File: src/rtl/serial_rtc.sv
module serial_rtc #(
  parameter int          RAM_DEPTH    = 32,
  parameter logic [7:0]  STATUS_INIT  = 8'h90,
  parameter logic [7:0]  CONTROL_INIT = 8'h00
) (
  input  logic       clk,
  input  logic       rst_n,
  input  logic       ctl_we,
  input  logic [7:0] ctl_wdata,
  output logic [7:0] ctl_rdata,
  input  logic       sec_tick,
  output logic       irq_clr
);
  localparam int AW = $clog2(RAM_DEPTH);
  localparam logic [7:0] WR_BASE = 8'h80;
  localparam logic [7:0] WR_LAST = 8'h80 + 8'(RAM_DEPTH - 1);
  localparam logic [7:0] RD_LAST = 8'(RAM_DEPTH - 1);

  logic [7:0] ctl_q, cmd_q, val_q, status_q;
  logic [4:0] phase_q;
  logic [7:0] ram [RAM_DEPTH];
  logic [7:0] sec_q, min_q, hr_q, day_q, mon_q, yr_q;
  logic       irq_q;

  wire fall     = ctl_we && ctl_wdata[0] && ctl_q[1] && !ctl_wdata[1];
  wire abort    = ctl_we && !ctl_wdata[0];
  wire in_cmd   = fall && (phase_q < 5'd8);
  wire in_val   = fall && (phase_q >= 5'd8) && (phase_q < 5'd16);
  wire last_bit = fall && (phase_q == 5'd15);
  wire [7:0] val_nx = {val_q[6:0], ctl_wdata[2]};
  wire [2:0] bit_idx = 3'd7 - phase_q[2:0];

  logic       reply_hit;
  logic [7:0] reply_byte;
  always_comb begin
    reply_hit  = 1'b1;
    reply_byte = 8'h00;
    if (cmd_q <= RD_LAST) reply_byte = ram[cmd_q[AW-1:0]];
    else if (cmd_q[7:4] == 4'h2) begin
      case (cmd_q[3:0])
        4'h0:    reply_byte = sec_q;
        4'h1:    reply_byte = min_q;
        4'h2:    reply_byte = hr_q;
        4'h4:    reply_byte = day_q;
        4'h5:    reply_byte = mon_q;
        4'h6:    reply_byte = yr_q;
        default: reply_byte = 8'h00;
      endcase
    end
    else if (cmd_q == 8'h30) reply_byte = status_q;
    else if (cmd_q == 8'h31) reply_byte = CONTROL_INIT;
    else reply_hit = 1'b0;
  end

  wire drive    = in_val && reply_hit;
  wire do_wr    = last_bit && (cmd_q >= WR_BASE) && (cmd_q <= WR_LAST);
  wire do_clear = last_bit && (cmd_q == 8'hB1) && val_nx[2];

  always_ff @(posedge clk) begin
    if (!rst_n) begin
      ctl_q   <= 8'h00;
      cmd_q   <= 8'h00;
      val_q   <= 8'h00;
      phase_q <= 5'd0;
    end else if (abort) begin
      ctl_q   <= ctl_wdata;
      cmd_q   <= 8'h00;
      val_q   <= 8'h00;
      phase_q <= 5'd0;
    end else if (ctl_we) begin
      ctl_q <= drive ? {ctl_wdata[7:3], reply_byte[bit_idx], ctl_wdata[1:0]} : ctl_wdata;
      if (in_cmd) cmd_q <= {cmd_q[6:0], ctl_wdata[2]};
      if (in_val) val_q <= val_nx;
      if (fall && phase_q != 5'd16) phase_q <= phase_q + 5'd1;
    end
  end

  always_ff @(posedge clk) begin
    if (!rst_n) begin
      for (int i = 0; i < RAM_DEPTH; i++) ram[i] <= 8'h00;
      status_q <= STATUS_INIT;
      irq_q    <= 1'b0;
    end else begin
      if (do_wr) ram[cmd_q[AW-1:0] - WR_BASE[AW-1:0]] <= val_nx;
      if (do_clear) status_q <= status_q & ~8'h18;
      irq_q <= do_clear;
    end
  end

  function automatic logic [7:0] bcd_step(input logic [7:0] v, input logic [7:0] top,
                                          input logic [7:0] bottom);
    if (v == top) return bottom;
    if (v[3:0] == 4'd9) return {v[7:4] + 4'd1, 4'd0};
    return v + 8'd1;
  endfunction

  wire c_sec = sec_tick;
  wire c_min = c_sec && (sec_q == 8'h59);
  wire c_hr  = c_min && (min_q == 8'h59);
  wire c_day = c_hr  && (hr_q  == 8'h23);
  wire c_mon = c_day && (day_q == 8'h31);
  wire c_yr  = c_mon && (mon_q == 8'h12);

  always_ff @(posedge clk) begin
    if (!rst_n) begin
      sec_q <= 8'h00; min_q <= 8'h00; hr_q <= 8'h00;
      day_q <= 8'h01; mon_q <= 8'h01; yr_q <= 8'h00;
    end else begin
      if (c_sec) sec_q <= bcd_step(sec_q, 8'h59, 8'h00);
      if (c_min) min_q <= bcd_step(min_q, 8'h59, 8'h00);
      if (c_hr)  hr_q  <= bcd_step(hr_q,  8'h23, 8'h00);
      if (c_day) day_q <= bcd_step(day_q, 8'h31, 8'h01);
      if (c_mon) mon_q <= bcd_step(mon_q, 8'h12, 8'h01);
      if (c_yr)  yr_q  <= bcd_step(yr_q,  8'h99, 8'h00);
    end
  end

  assign ctl_rdata = ctl_q;
  assign irq_clr   = irq_q;
endmodule

File: config.mk
export PLATFORM = sky130hd
export DESIGN_NAME = serial_rtc
export DESIGN_NICKNAME = d
export VERILOG_FILES = /design/src/rtl/serial_rtc.sv
export SDC_FILE = /design/constraint.sdc
export NUM_CORES = 1
export LEC_CHECK = 0
export ABC_AREA = 1
export BUFFER_PORTS_ARGS = -buffer_cell sky130_fd_sc_hd__buf_2
export CAP_MARGIN = 20
export CORE_MARGIN = 4
export CORE_UTILIZATION = 55
export CTS_CLUSTER_SIZE = 8
export DETAILED_ROUTE_END_ITERATION = 16
export MAX_ROUTING_LAYER = met4
export PLACE_DENSITY = 0.74
export SYNTH_ARGS = -nofsm -noshare
export SYNTH_HDL_FRONTEND = slang
export SYNTH_SLANG_ARGS = --single-unit
File: constraint.sdc
create_clock -name clk -period 2.3 [get_ports clk]
set_input_delay 0.23 -clock clk [delete_from_list [all_inputs] [get_ports clk]]
set_output_delay 0.23 -clock clk [all_outputs]
set_load 0.05 [all_outputs]
==> out/metrics.csv <==
metric,value,unit
ir_worst_vdd,0.522,mV
grt-ovfl-total,0,
synthesis.nets,1905,
grtUsageTotal,0.262,
r2r_cells,11,
powerDensity,722,mW/mm^2
stdcell_area,0.0191,sq mm
max_freq,445,MHz
grt_util_met2,0.417,
yosysSeqAreaShare,0.575,
clockBufferDepth,3,
synth_area,0.0163,sq mm
critPathMaxFanout,8,
syn_to_final_growth,17.8,%
finalSetupTns,0,ps
worst_slew_pin_slew,816,ps
grt_max_degree,66,
ys_ff_latch,339,
yosysTopAreaCellShare,0.473,
async_flop_share,0,
netlist_top_cells_area,"edfxtp_1, nand2_1, dfxtp_1",
drcViolationCount,0,
p_leak,7.37,nW
drt_iter0_drc,1625,
slew_headroom,0.454,
fin_nets,2002,
setup_violations,0,
gp_congestion,0.945,
h-tree-depth,2,
numCtsBuffers,48,
fin_ws,51.9,ps
via_per_inst,5.65,
vias,13500,
grt_pass1_wl,66700,um
die_x,180,um
worst_ep_required_time,2520,ps
port_buffers,20,
worstSetupPathType,reg -> reg,
cp-start-kind,register,
core-area,0.0289,sq mm
dpl.hpwl,27100,um
outcome,"finished, final reports clean",
min_path_type,in -> reg,
cp.arrival,2470,ps
fillers,2201,
grt-busiest-layer,met2,
synth_top_cell_by_area,edfxtp_1,
grt_pass1_vias,12900,
antenna_found_initial,0,
syn_area_per_cell,8.70,sq um
ys.flop_type,edfxtp_1,
use_met3,0.0428,
seq_area,0.00936,sq mm
drive_above_1_share,0.145,
cts_sinks,339,
clk_pin_slew,50,ps
die-area,0.0324,sq mm
holdPathStages,4,
finalCritPeriodShare,0.977,
clock_skew,24.2,ps
wl,42300,um
wl_per_cell,17.8,um
cts-root-buf,clkbuf_16,
met1_usage,0.340,
clk_latency,550,ps
synth_cell_types,44,
drtPass1Iterations,6,
pre_cts_ws,-138,ps
rows,62,
drv_cap,0,
route.antenna.remaining_nets,0,
drv_slew,0,
placed_area,0.0174,sq mm
yosysWarnings,0,
die_h,180,um
diodes,0,
hold_slack,56.5,ps
synth_edf_count,256,
initial_core_util,0.562,
rsz0062_at_grt,true,
tritoncts,done,
io-pin-count,21,
multi_input_area,0.00630,sq mm
endpoint_kind,register,
hold_violations,0,
fin_crit,2250,ps
syn_inst,1869,
-- final cells by class --
class / instances / area share
Timing Repair Buffer: 135 / 0.0585
Inverter: 131 / 0.0269
Clock buffer: 79 / 0.0688
Tap cell: 384 / 0.0251
Clock inverter: 3 / 0.00288
Multi-Input combinational cell: 1311 / 0.329
Sequential cell: 339 / 0.489
-- metal layers --
layer	vias to the layer above	routed length (um)
met5	-	0
met1	6313	17100
met4	0	1540
met2	616	20000
met3	123	3640
li1	6416	-
-- what timing repair did --
item / in CTS / in global routing
buffers inserted: 0 / 9
hold buffers: 8 / 0
endpoints found under the setup margin: 278 / 319
pin swaps: 0 / 14
hold endpoints to repair: 8 / 0
resized for setup: 26 / 53
-- path summary, 6_finish.rpt --
check                              endpoint               startpoint  slack (ps)
hold / removal    ctl_rdata[4]$_SDFFE_PN0P_                   ctl_we          60
setup / recovery    ram[5][1]$_SDFFCE_PN0P_  phase_q[0]$_SDFFE_PP0P_          50
hold reg to reg       val_q[5]$_SDFFE_PP0P_    val_q[4]$_SDFFE_PP0P_         480
setup reg to reg    ram[5][1]$_SDFFCE_PN0P_  phase_q[0]$_SDFFE_PP0P_          50
-- flip-flops by register name (all words and copies together), names as in the netlist, named ones only --
name and count:
phase_q 5, hr_q 8, irq_clr 1, yr_q 8
day_q 8, min_q 8, mon_q 8, sec_q 8
val_q 7, cmd_q 8, ctl_rdata 8, ram 256
status_q 1
-- worst max-delay path: stages (launching register included) --
cell,delay [ps]
dfxtp_2,350
ha_4,130
nand2_1,50
nor2_1,130
ha_2,200
nand2_2,70
nor3_4,250
nand2_4,110
nor2_2,170
buf_4,190
nand2_2,70
nand2_2,200
-- logic make-up after synthesis --
kind of cell | count (synthesis) | share of synthesized area
adder cells (fa/ha/maj) | 24 | 0.0185
XOR/XNOR | 12 | 0.00646
AND/OR/NAND/NOR | 1120 | 0.295
flip-flops | 339 | 0.575
AO/OA/AOI/OAI | 155 | 0.0536
buffers and inverters | 219 | 0.0519
-- placed cells by master, fill, tap and decap left out, types with 20 or more instances in the layout --
cell type,instances
a21oi_1,59
buf_2,20
buf_4,94
clkbuf_1,31
clkbuf_16,48
dfxtp_1,78
edfxtp_1,256
ha_1,22
inv_1,116
nand2_1,417
nand2_2,53
nand3_1,235
nor2_1,341
nor3_1,22
o21ai_0,53
-- power breakdown --
group	switching (mW)	internal, mW
Sequential	0.0584	6.74
Combinational	0.407	0.162
Clock	2.49	3.97
-- cell usage after synthesis, types with 2 or more instances --
master and instances:
a211oi_1 4, a21oi_1 59, a31oi_1 3, and3_1 3
buf_1 8, buf_2 12, clkbuf_1 68, clkinv_1 4
dfxtp_1 83, edfxtp_1 256, ha_1 24, inv_1 119
inv_2 6, nand2_1 451, nand2_2 32, nand2_4 2
nand3_1 236, nand4_1 5, nor2_1 346, nor2_2 4
nor2_8 4, nor3_1 24, nor3b_1 3, nor3b_2 2
nor4_1 4, o2111ai_1 2, o211ai_1 6, o21ai_0 55
o22ai_1 16, o31ai_1 3, o32ai_1 2, xnor2_1 4
xor2_1 8
-- per-stage QoR --
| stage | utilization | std cells | total power [mW] |
|---|---|---|---|
| floorplan | - | 1869 | 7.24 |
| global placement | 0.600 | 2283 | 7.42 |
| detailed placement | 0.600 | 2283 | 7.44 |
| CTS | 0.653 | 2373 | 13.8 |
| global route | 0.662 | 2382 | 14.2 |
| finish | 0.662 | 2382 | 13.8 |
(Power assumes the default switching activity.)
